**config.mk**
```make
export PLATFORM = sky130hd
export DESIGN_NAME = bus_pattern_seq
export DESIGN_NICKNAME = d
export VERILOG_FILES = /design/src/rtl/bps_pkg.sv /design/src/rtl/bps_pattern_ram.sv /design/src/rtl/bps_host_regs.sv /design/src/rtl/bps_engine.sv /design/src/rtl/bus_pattern_seq.sv
export SDC_FILE = /design/constraint.sdc
export NUM_CORES = 2
export LEC_CHECK = 0
export ABC_CLOCK_PERIOD_IN_PS = 7680
export BUFFER_PORTS_ARGS = -buffer_cell sky130_fd_sc_hd__buf_4
export CORE_ASPECT_RATIO = 1.25
export CORE_MARGIN = 1
export CORE_UTILIZATION = 62
export DETAILED_ROUTE_END_ITERATION = 10
export PLACE_DENSITY = 0.79
export SETUP_SLACK_MARGIN = 0.2
export SLEW_MARGIN = 15
export SYNTH_ARGS = -nofsm -noshare
export SYNTH_HDL_FRONTEND = slang
export SYNTH_SLANG_ARGS = --single-unit
```
**constraint.sdc**
```tcl
create_clock -name clk -period 7.68 [get_ports clk]
set_clock_uncertainty 0.2 [all_clocks]
set_input_delay 0.768 -clock clk [delete_from_list [all_inputs] [get_ports clk]]
set_output_delay 0.768 -clock clk [all_outputs]
set_load 0.03 [all_outputs]
```
**src/rtl/bps_pkg.sv**
```systemverilog
package bps_pkg;
    localparam int ADDR_W     = 6;
    localparam int DEPTH      = 1 << ADDR_W;
    localparam int WORD_W     = 32;
    localparam int CNT_W      = 4;
    localparam logic [ADDR_W-1:0] RD_START = 6'h00;
    localparam logic [ADDR_W-1:0] WR_START = 6'h18;
    localparam logic [WORD_W-1:0] IDLE_WORD = 32'hFF03_0001;

    typedef enum logic [1:0] {
        OP_NORMAL = 2'b00,
        OP_LOAD   = 2'b01,
        OP_FETCH  = 2'b10,
        OP_RUN    = 2'b11
    } op_e;

    typedef struct packed {
        logic [3:0] cs;
        logic [3:0] we;
        logic [1:0] oe;
        logic       waen;
        logic [1:0] redo;
        logic       loop_m;
        logic       ack;
        logic       last;
    } pword_t;

    function automatic pword_t decode_word(input logic [WORD_W-1:0] w);
        pword_t d;
        d.cs     = w[31:28];
        d.we     = w[27:24];
        d.oe     = w[17:16];
        d.waen   = w[12];
        d.redo   = w[9:8];
        d.loop_m = w[7];
        d.ack    = w[2];
        d.last   = w[0];
        return d;
    endfunction
endpackage

```
**src/rtl/bps_pattern_ram.sv**
```systemverilog
module bps_pattern_ram
    import bps_pkg::*;
#(
    parameter int AW    = ADDR_W,
    parameter int DW    = WORD_W,
    parameter int WORDS = 1 << AW
) (
    input  logic          clk,
    input  logic          rst,
    input  logic          we,
    input  logic [AW-1:0] waddr,
    input  logic [DW-1:0] wdata,
    input  logic [AW-1:0] raddr_a,
    output logic [DW-1:0] rdata_a,
    input  logic [AW-1:0] raddr_b,
    output logic [DW-1:0] rdata_b
);
    logic [DW-1:0] mem [WORDS];

    always_ff @(posedge clk) begin
        if (rst) begin
            for (int i = 0; i < WORDS; i++) mem[i] <= DW'(IDLE_WORD);
        end else if (we) begin
            mem[waddr] <= wdata;
        end
    end

    assign rdata_a = mem[raddr_a];
    assign rdata_b = mem[raddr_b];
endmodule

```
**src/rtl/bps_host_regs.sv**
```systemverilog
module bps_host_regs
    import bps_pkg::*;
#(
    parameter int AW = ADDR_W,
    parameter int DW = WORD_W,
    parameter int CW = CNT_W
) (
    input  logic          clk,
    input  logic          rst,
    input  logic          ctrl_we,
    input  logic [DW-1:0] ctrl_wdata,
    output logic [DW-1:0] ctrl_rdata,
    input  logic          data_we,
    input  logic [DW-1:0] data_wdata,
    output logic [DW-1:0] data_rdata,
    input  logic          acc_req,
    input  logic          acc_rnw,
    input  logic          busy,
    input  logic [DW-1:0] ram_rdata,
    output logic [AW-1:0] ram_addr,
    output logic          ram_we,
    output logic [DW-1:0] ram_wdata,
    output logic          start,
    output logic [AW-1:0] start_addr,
    output logic [CW-1:0] start_cnt
);
    op_e           op;
    logic [CW-1:0] rd_cnt, wr_cnt;
    logic [AW-1:0] mad;
    logic [DW-1:0] dreg;
    logic          acc_ok;

    assign acc_ok = acc_req && !busy && !ctrl_we && !data_we;

    always_ff @(posedge clk) begin
        if (rst) begin
            op     <= OP_NORMAL;
            rd_cnt <= '0;
            wr_cnt <= '0;
            mad    <= '0;
            dreg   <= '0;
        end else begin
            if (ctrl_we) begin
                op     <= op_e'(ctrl_wdata[29:28]);
                rd_cnt <= ctrl_wdata[17:14];
                wr_cnt <= ctrl_wdata[13:10];
                mad    <= ctrl_wdata[AW-1:0];
            end
            if (data_we) dreg <= data_wdata;
            if (acc_ok && (op == OP_LOAD || op == OP_FETCH)) begin
                mad <= mad + AW'(1);
                if (op == OP_FETCH) dreg <= ram_rdata;
            end
        end
    end

    always_comb begin
        ctrl_rdata          = '0;
        ctrl_rdata[29:28]   = op;
        ctrl_rdata[17:14]   = rd_cnt;
        ctrl_rdata[13:10]   = wr_cnt;
        ctrl_rdata[AW-1:0]  = mad;
    end

    assign data_rdata = dreg;
    assign ram_addr   = mad;
    assign ram_we     = acc_ok && (op == OP_LOAD);
    assign ram_wdata  = dreg;
    assign start      = acc_ok && (op == OP_NORMAL || op == OP_RUN);

    always_comb begin
        if (op == OP_RUN) begin
            start_addr = mad;
            start_cnt  = rd_cnt;
        end else if (acc_rnw) begin
            start_addr = RD_START;
            start_cnt  = rd_cnt;
        end else begin
            start_addr = WR_START;
            start_cnt  = wr_cnt;
        end
    end


    load_step_chk: assert property (@(posedge clk) disable iff (rst)
        (acc_ok && op == OP_LOAD) |=> (mad == AW'($past(mad) + AW'(1))));


    busy_ignore_chk: assert property (@(posedge clk) disable iff (rst)
        (acc_req && busy && !ctrl_we && !data_we) |=> ($stable(mad) && $stable(dreg)));
endmodule

```
**src/rtl/bps_engine.sv**
```systemverilog
module bps_engine
    import bps_pkg::*;
#(
    parameter int AW    = ADDR_W,
    parameter int DW    = WORD_W,
    parameter int CW    = CNT_W,
    parameter int WORDS = 1 << AW
) (
    input  logic          clk,
    input  logic          rst,
    input  logic          start,
    input  logic [AW-1:0] start_addr,
    input  logic [CW-1:0] start_cnt,
    input  logic [DW-1:0] word,
    input  logic          ext_wait,
    output logic          busy,
    output logic [AW-1:0] ptr
);
    localparam int VW = $clog2(WORDS) + 1;
    localparam logic [VW-1:0] LIMIT = VW'(WORDS - 1);

    pword_t        w;
    logic [1:0]    rep;
    logic          loop_on;
    logic [AW-1:0] head;
    logic [CW-1:0] left;
    logic [CW-1:0] lcnt;
    logic [VW-1:0] visits;
    logic          stall;
    logic          done_word;

    assign w         = decode_word(word);
    assign stall     = w.waen && ext_wait;
    assign done_word = busy && !stall && (rep == w.redo);

    always_ff @(posedge clk) begin
        if (rst) begin
            busy    <= 1'b0;
            ptr     <= '0;
            rep     <= '0;
            loop_on <= 1'b0;
            head    <= '0;
            left    <= '0;
            lcnt    <= '0;
            visits  <= '0;
        end else if (!busy) begin
            if (start) begin
                busy    <= 1'b1;
                ptr     <= start_addr;
                rep     <= '0;
                loop_on <= 1'b0;
                lcnt    <= start_cnt;
                visits  <= '0;
            end
        end else if (!stall) begin
            if (rep != w.redo) begin
                rep <= rep + 2'd1;
            end else begin
                rep <= '0;
                if (w.last || visits == LIMIT) begin
                    busy <= 1'b0;
                end else begin
                    visits <= visits + VW'(1);
                    if (w.loop_m && !loop_on) begin
                        loop_on <= 1'b1;
                        head    <= ptr;
                        left    <= (lcnt == '0) ? {CW{1'b1}} : lcnt - CW'(1);
                        ptr     <= ptr + AW'(1);
                    end else if (w.loop_m && ptr != head) begin
                        if (left != '0) begin
                            left <= left - CW'(1);
                            ptr  <= head;
                        end else begin
                            loop_on <= 1'b0;
                            ptr     <= ptr + AW'(1);
                        end
                    end else begin
                        ptr <= ptr + AW'(1);
                    end
                end
            end
        end
    end


    wait_hold_chk: assert property (@(posedge clk) disable iff (rst)
        (busy && stall) |=> (busy && ptr == $past(ptr) && rep == $past(rep)));


    end_word_chk: assert property (@(posedge clk) disable iff (rst)
        (done_word && w.last) |=> !busy);


    repeat_bound_chk: assert property (@(posedge clk) disable iff (rst)
        busy |-> (rep <= w.redo));


    visit_limit_chk: assert property (@(posedge clk) disable iff (rst)
        busy |-> (visits <= LIMIT));
endmodule

```
**src/rtl/bus_pattern_seq.sv**
```systemverilog
module bus_pattern_seq
    import bps_pkg::*;
#(
    parameter int AW = ADDR_W,
    parameter int DW = WORD_W,
    parameter int CW = CNT_W
) (
    input  logic          clk,
    input  logic          rst,
    input  logic          ctrl_we,
    input  logic [DW-1:0] ctrl_wdata,
    output logic [DW-1:0] ctrl_rdata,
    input  logic          data_we,
    input  logic [DW-1:0] data_wdata,
    output logic [DW-1:0] data_rdata,
    input  logic          acc_req,
    input  logic          acc_rnw,
    input  logic          ext_wait,
    output logic [3:0]    cs_q,
    output logic [3:0]    we_q,
    output logic [1:0]    oe_h,
    output logic          xfer_ack,
    output logic          busy
);
    logic [AW-1:0] ram_addr, ptr, start_addr;
    logic          ram_we, start;
    logic [DW-1:0] ram_wdata, host_word, run_word;
    logic [CW-1:0] start_cnt;
    pword_t        cur;

    bps_pattern_ram #(.AW(AW), .DW(DW)) u_ram (
        .clk(clk), .rst(rst), .we(ram_we), .waddr(ram_addr), .wdata(ram_wdata),
        .raddr_a(ram_addr), .rdata_a(host_word),
        .raddr_b(ptr), .rdata_b(run_word)
    );

    bps_host_regs #(.AW(AW), .DW(DW), .CW(CW)) u_regs (
        .clk(clk), .rst(rst),
        .ctrl_we(ctrl_we), .ctrl_wdata(ctrl_wdata), .ctrl_rdata(ctrl_rdata),
        .data_we(data_we), .data_wdata(data_wdata), .data_rdata(data_rdata),
        .acc_req(acc_req), .acc_rnw(acc_rnw), .busy(busy),
        .ram_rdata(host_word), .ram_addr(ram_addr), .ram_we(ram_we),
        .ram_wdata(ram_wdata), .start(start), .start_addr(start_addr),
        .start_cnt(start_cnt)
    );

    bps_engine #(.AW(AW), .DW(DW), .CW(CW)) u_eng (
        .clk(clk), .rst(rst), .start(start), .start_addr(start_addr),
        .start_cnt(start_cnt), .word(run_word), .ext_wait(ext_wait),
        .busy(busy), .ptr(ptr)
    );

    assign cur      = decode_word(run_word);
    assign cs_q     = busy ? cur.cs  : 4'hF;
    assign we_q     = busy ? cur.we  : 4'hF;
    assign oe_h     = busy ? cur.oe  : 2'b11;
    assign xfer_ack = busy && cur.ack;


    idle_pins_chk: assert property (@(posedge clk) disable iff (rst)
        !busy |-> (cs_q == 4'hF && we_q == 4'hF && oe_h == 2'b11 && !xfer_ack));


    start_rise_chk: assert property (@(posedge clk) disable iff (rst)
        (start && !busy) |=> busy);
endmodule

```
# Word-level counts from Yosys, hierarchy flattened
# Memory sizes are Yosys's and may differ from the RTL's. A register that Yosys moved wholly into a read port is not among the register bits.
# Cells that the tools add are included.
[totals]
ff_bits = 79
latch_bits = 0
ram_bits = 2048
romBits = 0
in_bits = 71
word_cells = 124
n_memories = 1
[classes]
addsub = 6
n_mul = 0
div = 0
n_lt_le_gt_ge = 0
n_eq_ne = 11
shift = 0
mux = 58
bitwise = 4
reduce_logical = 31
[memory_table]
columns = ["memory", "words", "width", "read_ports", "rd_clocked_by_memory_dff", "write_ports", "line", "text"]
rows = [
  ["u_ram.mem", 64, 32, 2, 2, 64, "bps_pattern_ram.sv:18", "logic [DW-1:0] mem [WORDS];"],
]
[ops]
columns = ["operator", "count"]
rows = [
  ["2-to-1 mux 32 bit", 4],
  ["2-to-1 mux 6 bit", 16],
  ["2-to-1 mux 7 bit", 5],
  ["2-to-1 mux 4 bit", 8],
  ["OR reduction 32 bit", 1],
  ["2-to-1 mux 1 bit", 19],
  ["adder 6 x 1 -> 6 bit, second input constant", 2],
  ["AND reduction 6 bit", 2],
  ["logical AND 1 bit", 10],
  ["2-to-1 mux 2 bit", 5],
  ["nonzero test 2 bit", 4],
  ["subtractor 4 x 1 -> 4 bit, second input constant", 2],
  ["adder 7 x 1 -> 7 bit, second input constant", 1],
  ["equality test 7 x 6 -> 1 bit, second input constant", 1],
  ["inequality test 2 bit, second input constant", 3],
  ["inequality test 3 bit, second input constant", 2],
  ["inequality test 6 bit", 1],
  ["2-to-1 mux 5 bit", 1],
  ["AND reduction 5 bit", 1],
  ["equality test 2 bit, second input constant", 2],
  ["zero test 1 bit", 4],
  ["zero test 4 bit", 1],
  ["NOT 1 bit", 4],
  ["AND reduction 2 bit", 2],
  ["other kinds (7)", 9],
]

# Depth between registers and ports, before layout
[logic_depth]
depth_word = 10
ltp_mapped = 14
ltp_nobuf = 9

# By module
# A second synthesis with hierarchy kept.
[unflattened]
hier_cells = 7683
hier_area_um2 = 113567.7
[by_module_without_submodules]
columns = ["module", "n_inst", "cells_each", "area_per_inst_um2"]
rows = [
  ["bps_pattern_ram", 1, 7120, 108689.2],
  ["bps_host_regs", 1, 338, 3045.4],
  ["bps_engine", 1, 213, 1756.7],
  ["bus_pattern_seq", 1, 12, 76.3],
]

# Least setup slack after synthesis
# OpenSTA, ideal clock, no wires.
[synth_path]
path_type = "input port to flip-flop"
startpoint = "input data_we"
endpoint = "memory u_ram.mem[14][0] (netlist name), enable pin"
setup_ns = 0.466
arrival_time_ns = 4.615
t_required_ns = 7.014
slack_ns = 2.399
path_stages = 8
path_cell_list = "clkbuf_1 > nor4b_1 > and3_1 > nor2b_1 > nand3_1 > clkbuf_1 > clkbuf_1 > o21ai_0"
[synth_lines]
columns = ["element", "line", "text"]
rows = [
  ["from (decl)", "bus_pattern_seq.sv:13", "input logic data_we,"],
  ["to (decl)", "bps_pattern_ram.sv:18", ""],
]

==> results.yml <==
placed_design:
  dp.cells: 8429
  place_congestion: 0.897
  port_buffers: 114
  hpwl_um: 185000
worst_setup_path:
  path_buf_inv: 2
  cp_num_cells: 6
  end_kind: "output pin"
  crit_fanout: 105
  slowest_stage: "dfxtp_4"
  cp.required_ps: 6710
  cp_common_cell: "mux4_2"
  ff2ff_path_depth: 10
  cp_cell_sequence: "buf_12 -> mux4_2 -> mux4_2 -> mux4_2 -> nand2b_1 -> buf_4"
  critPathArrivalTime_ps: 4820
  crit_type: "reg -> out"
  crit_family: "multiplexers"
  critPathMaxStageDelay_ps: 830
  start_kind: "flip-flop"
clock_network:
  path_clk_slew_ps: 70
  ctsRootBufferMaster: "clkbuf_16"
  cts_made_buffers: 199
  cts.path.max_buffers: 3
  cts.sinks: 2139
  cts_tree: "done"
  cts.htree.levels: 4
  clkLatencyLatePin_ps: 870
routing:
  postRouteWirelength_um: 304000
  drcViolationCount: 0
  dr.pass1.iters: 6
  avgRoutedWirePerCell_um: 34.5
  ant_nets: 0
  dr.first_iter.drc_count: 9963
  viasPerCell: 7.21
  via_count: 63600
synth:
  synthCells: 6697
  yosys_warnings: 0
  synth-edff-count: 2048
  async_flop_share_pct: 0
  ys_seq_area_share_pct: 59.9
  syn_avg_cell_area_sq_um: 15.8
  ys_types: 72
  synth-seq-cells: 2139
  syn-cell-area_sq_um: 106000
  synth_flop_cell: "edfxtp_1"
power_and_ir_drop:
  powerDensity_nw_per_um2: 220
  p_leak_nw: 34.5
  peakVddDrop_mv: 0.187
die:
  rows: 169
  start_util_pct: 62.4
  core_area_sq_um: 169000
  die-area_sq_um: 172000
  die_w_um: 371
  ios: 147
  die_y_um: 464
layout:
  fin_nets: 6498
  layout-drive-gt1-share_pct: 26.4
  fin_cells: 8819
  syn2layout_area_growth_pct: 9.10
global_route:
  first_global_vias: 63600
  grt_overflow_total: 0
  grt_start_max_net_pins: 138
  grt_pass1_wl_um: 437000
  grt_usage_pct: 35.7
  antenna_found_initial: 25
sta:
  finalSetupTns_ps: 0
  rsz0062_at_grt: "false"
  final_max_slew_viol_count: 0
  hold_ws_ps: 54.9
  relSlewSlack_pct: 11.8
  hold_viol_final: 0
  setup_viol: 0
  period_share_pct: 75.3
  fmax_mhz: 173
  tightest_slew_ps: 1320
  fin_crit_ps: 5780
hold_path:
  min_from: "data_wdata[8]"
  hold_path_depth: 3
  hp-class: "in -> reg"
run_status:
  status: "completed"
run:
  drv_cap: 0
-- final cells by class --
class / count / area [sq um]
tap: 2223 / 2780
clock buffer: 255 / 5380
timing repair buffer: 331 / 2720
clock inverter: 118 / 985
fill: 10600 / 54100
sequential: 2139 / 63400
multi-input combinational: 3729 / 39900
inverter: 18 / 72.6
antenna: 6 / 15.0
-- layer usage --
metal,track usage (%),vias up,routed length [um]
met5,0,-,130
met4,16.7,20,16100
met3,9.30,974,38800
met2,57.5,4780,150000
met1,45.4,32500,99200
li1,-,25300,-
-- synthesized netlist by cell type (all sizes together) (3+ instances only) --
cell / instances / area [sq um]
o211ai: 3 / 22.5
a21oi: 38 / 190
nand3: 20 / 100
o31ai: 11 / 82.6
mux2i: 116 / 1160
nand4: 10 / 68.8
nand2: 39 / 146
nand3b: 5 / 37.5
xnor2: 10 / 87.6
o41ai: 3 / 33.8
a31oi: 7 / 58.8
a22oi: 32 / 240
nor2b: 21 / 131
xor2: 3 / 26.3
mux4: 947 / 21300
nor4b: 3 / 26.3
dfxtp: 91 / 1820
o21ai: 84 / 420
mux2: 11 / 124
and3: 6 / 37.5
nor3b: 3 / 27.5
nor2: 145 / 554
clkbuf: 695 / 2610
nor3: 8 / 45.0
a221oi: 5 / 43.8
or2: 3 / 18.8
a311oi: 9 / 78.8
a211o: 5 / 52.6
inv: 17 / 63.8
o22ai: 3 / 18.8
a211oi: 51 / 383
a22o: 3 / 26.3
buf: 131 / 727
edfxtp: 2048 / 61500
a2111oi: 3 / 51.3
nand2b: 15 / 93.8
ha: 9 / 113
nor4: 4 / 25.0
or3: 706 / 4420
and2: 1349 / 8440
-- tightest hold or removal path: stages --
cell and delay (ps):
buf_4 110, mux2i_1 120, a211oi_1 80
-- cell families (layout without fill, tap and decap cells) --
logic type | Yosys count | after routing | synth area share (%)
AND/OR/NAND/NOR | 2345 | 2345 | 13.5
flip-flops | 2139 | 2139 | 59.9
multiplexers | 1074 | 1074 | 21.4
buffers and inverters | 844 | 722 | 3.22
AO/OA/AOI/OAI | 272 | 272 | 1.74
XOR/XNOR | 13 | 13 | 0.108
adder cells (fa/ha/maj) | 9 | 9 | 0.107
other | 1 | 22 | 0.00355
-- path summary, 6_finish.rpt --
path	to	slack (ps)
max	oe_h[1]	1900
min reg2reg	u_eng.visits[6]	270
max reg2reg	u_eng.ptr[0]	2420
min	u_regs.data_rdata[8]	50
-- power by group --
group | switching (W) | internal, W
clock | 0.00445 | 0.00536
combinational | 0.00147 | 0.000861
sequential | 0.000248 | 0.0130
-- through the flow --
step | area [sq um] | util [%] | total power (W) | worst slack [ps]
global route | 115000 | 68.0 | 0.0259 | 1730
finish | 115000 | 68.0 | 0.0254 | 1900
global placement | 109000 | 64.2 | 0.0157 | 2120
CTS | 115000 | 68.0 | 0.0254 | 1860
detailed placement | 109000 | 64.2 | 0.0158 | 1950
floorplan | 106000 | - | 0.0149 | 2400
-- placed cells by master, fill, tap and decap left out, drive strengths merged, types with 20 or more instances in the layout --
master and count:
edfxtp 2048, and2 1349, mux4 947, or3 706, buf 321, clkbuf 255
nor2 145, mux2i 116, clkinv 93, dfxtp 91, o21ai 84, a211oi 51
nand2 39, a21oi 38, a22oi 32, inv 26, nor2b 21, nand3 20
-- flip-flops by register name, summed over array words and instances (netlist names), named ones only --
name and flops:
u_regs.op 2, u_ram.mem 2048, u_eng.left 4, u_regs.wr_cnt 4, u_eng.ptr 6, u_regs.data_rdata 32, u_eng.visits 7, u_regs.ram_addr 6
u_eng.loop_on 1, u_eng.lcnt 4, u_eng.head 6, u_eng.busy 1, u_regs.rd_cnt 4, u_eng.rep 2
-- what timing repair did --
item                      in CTS  in global routing
hold endpoints to repair      10                  0
setup buffers                  0                  0
hold buffers                  10                  0
gates resized for setup        0                  0
(Power assumes the default switching activity.)
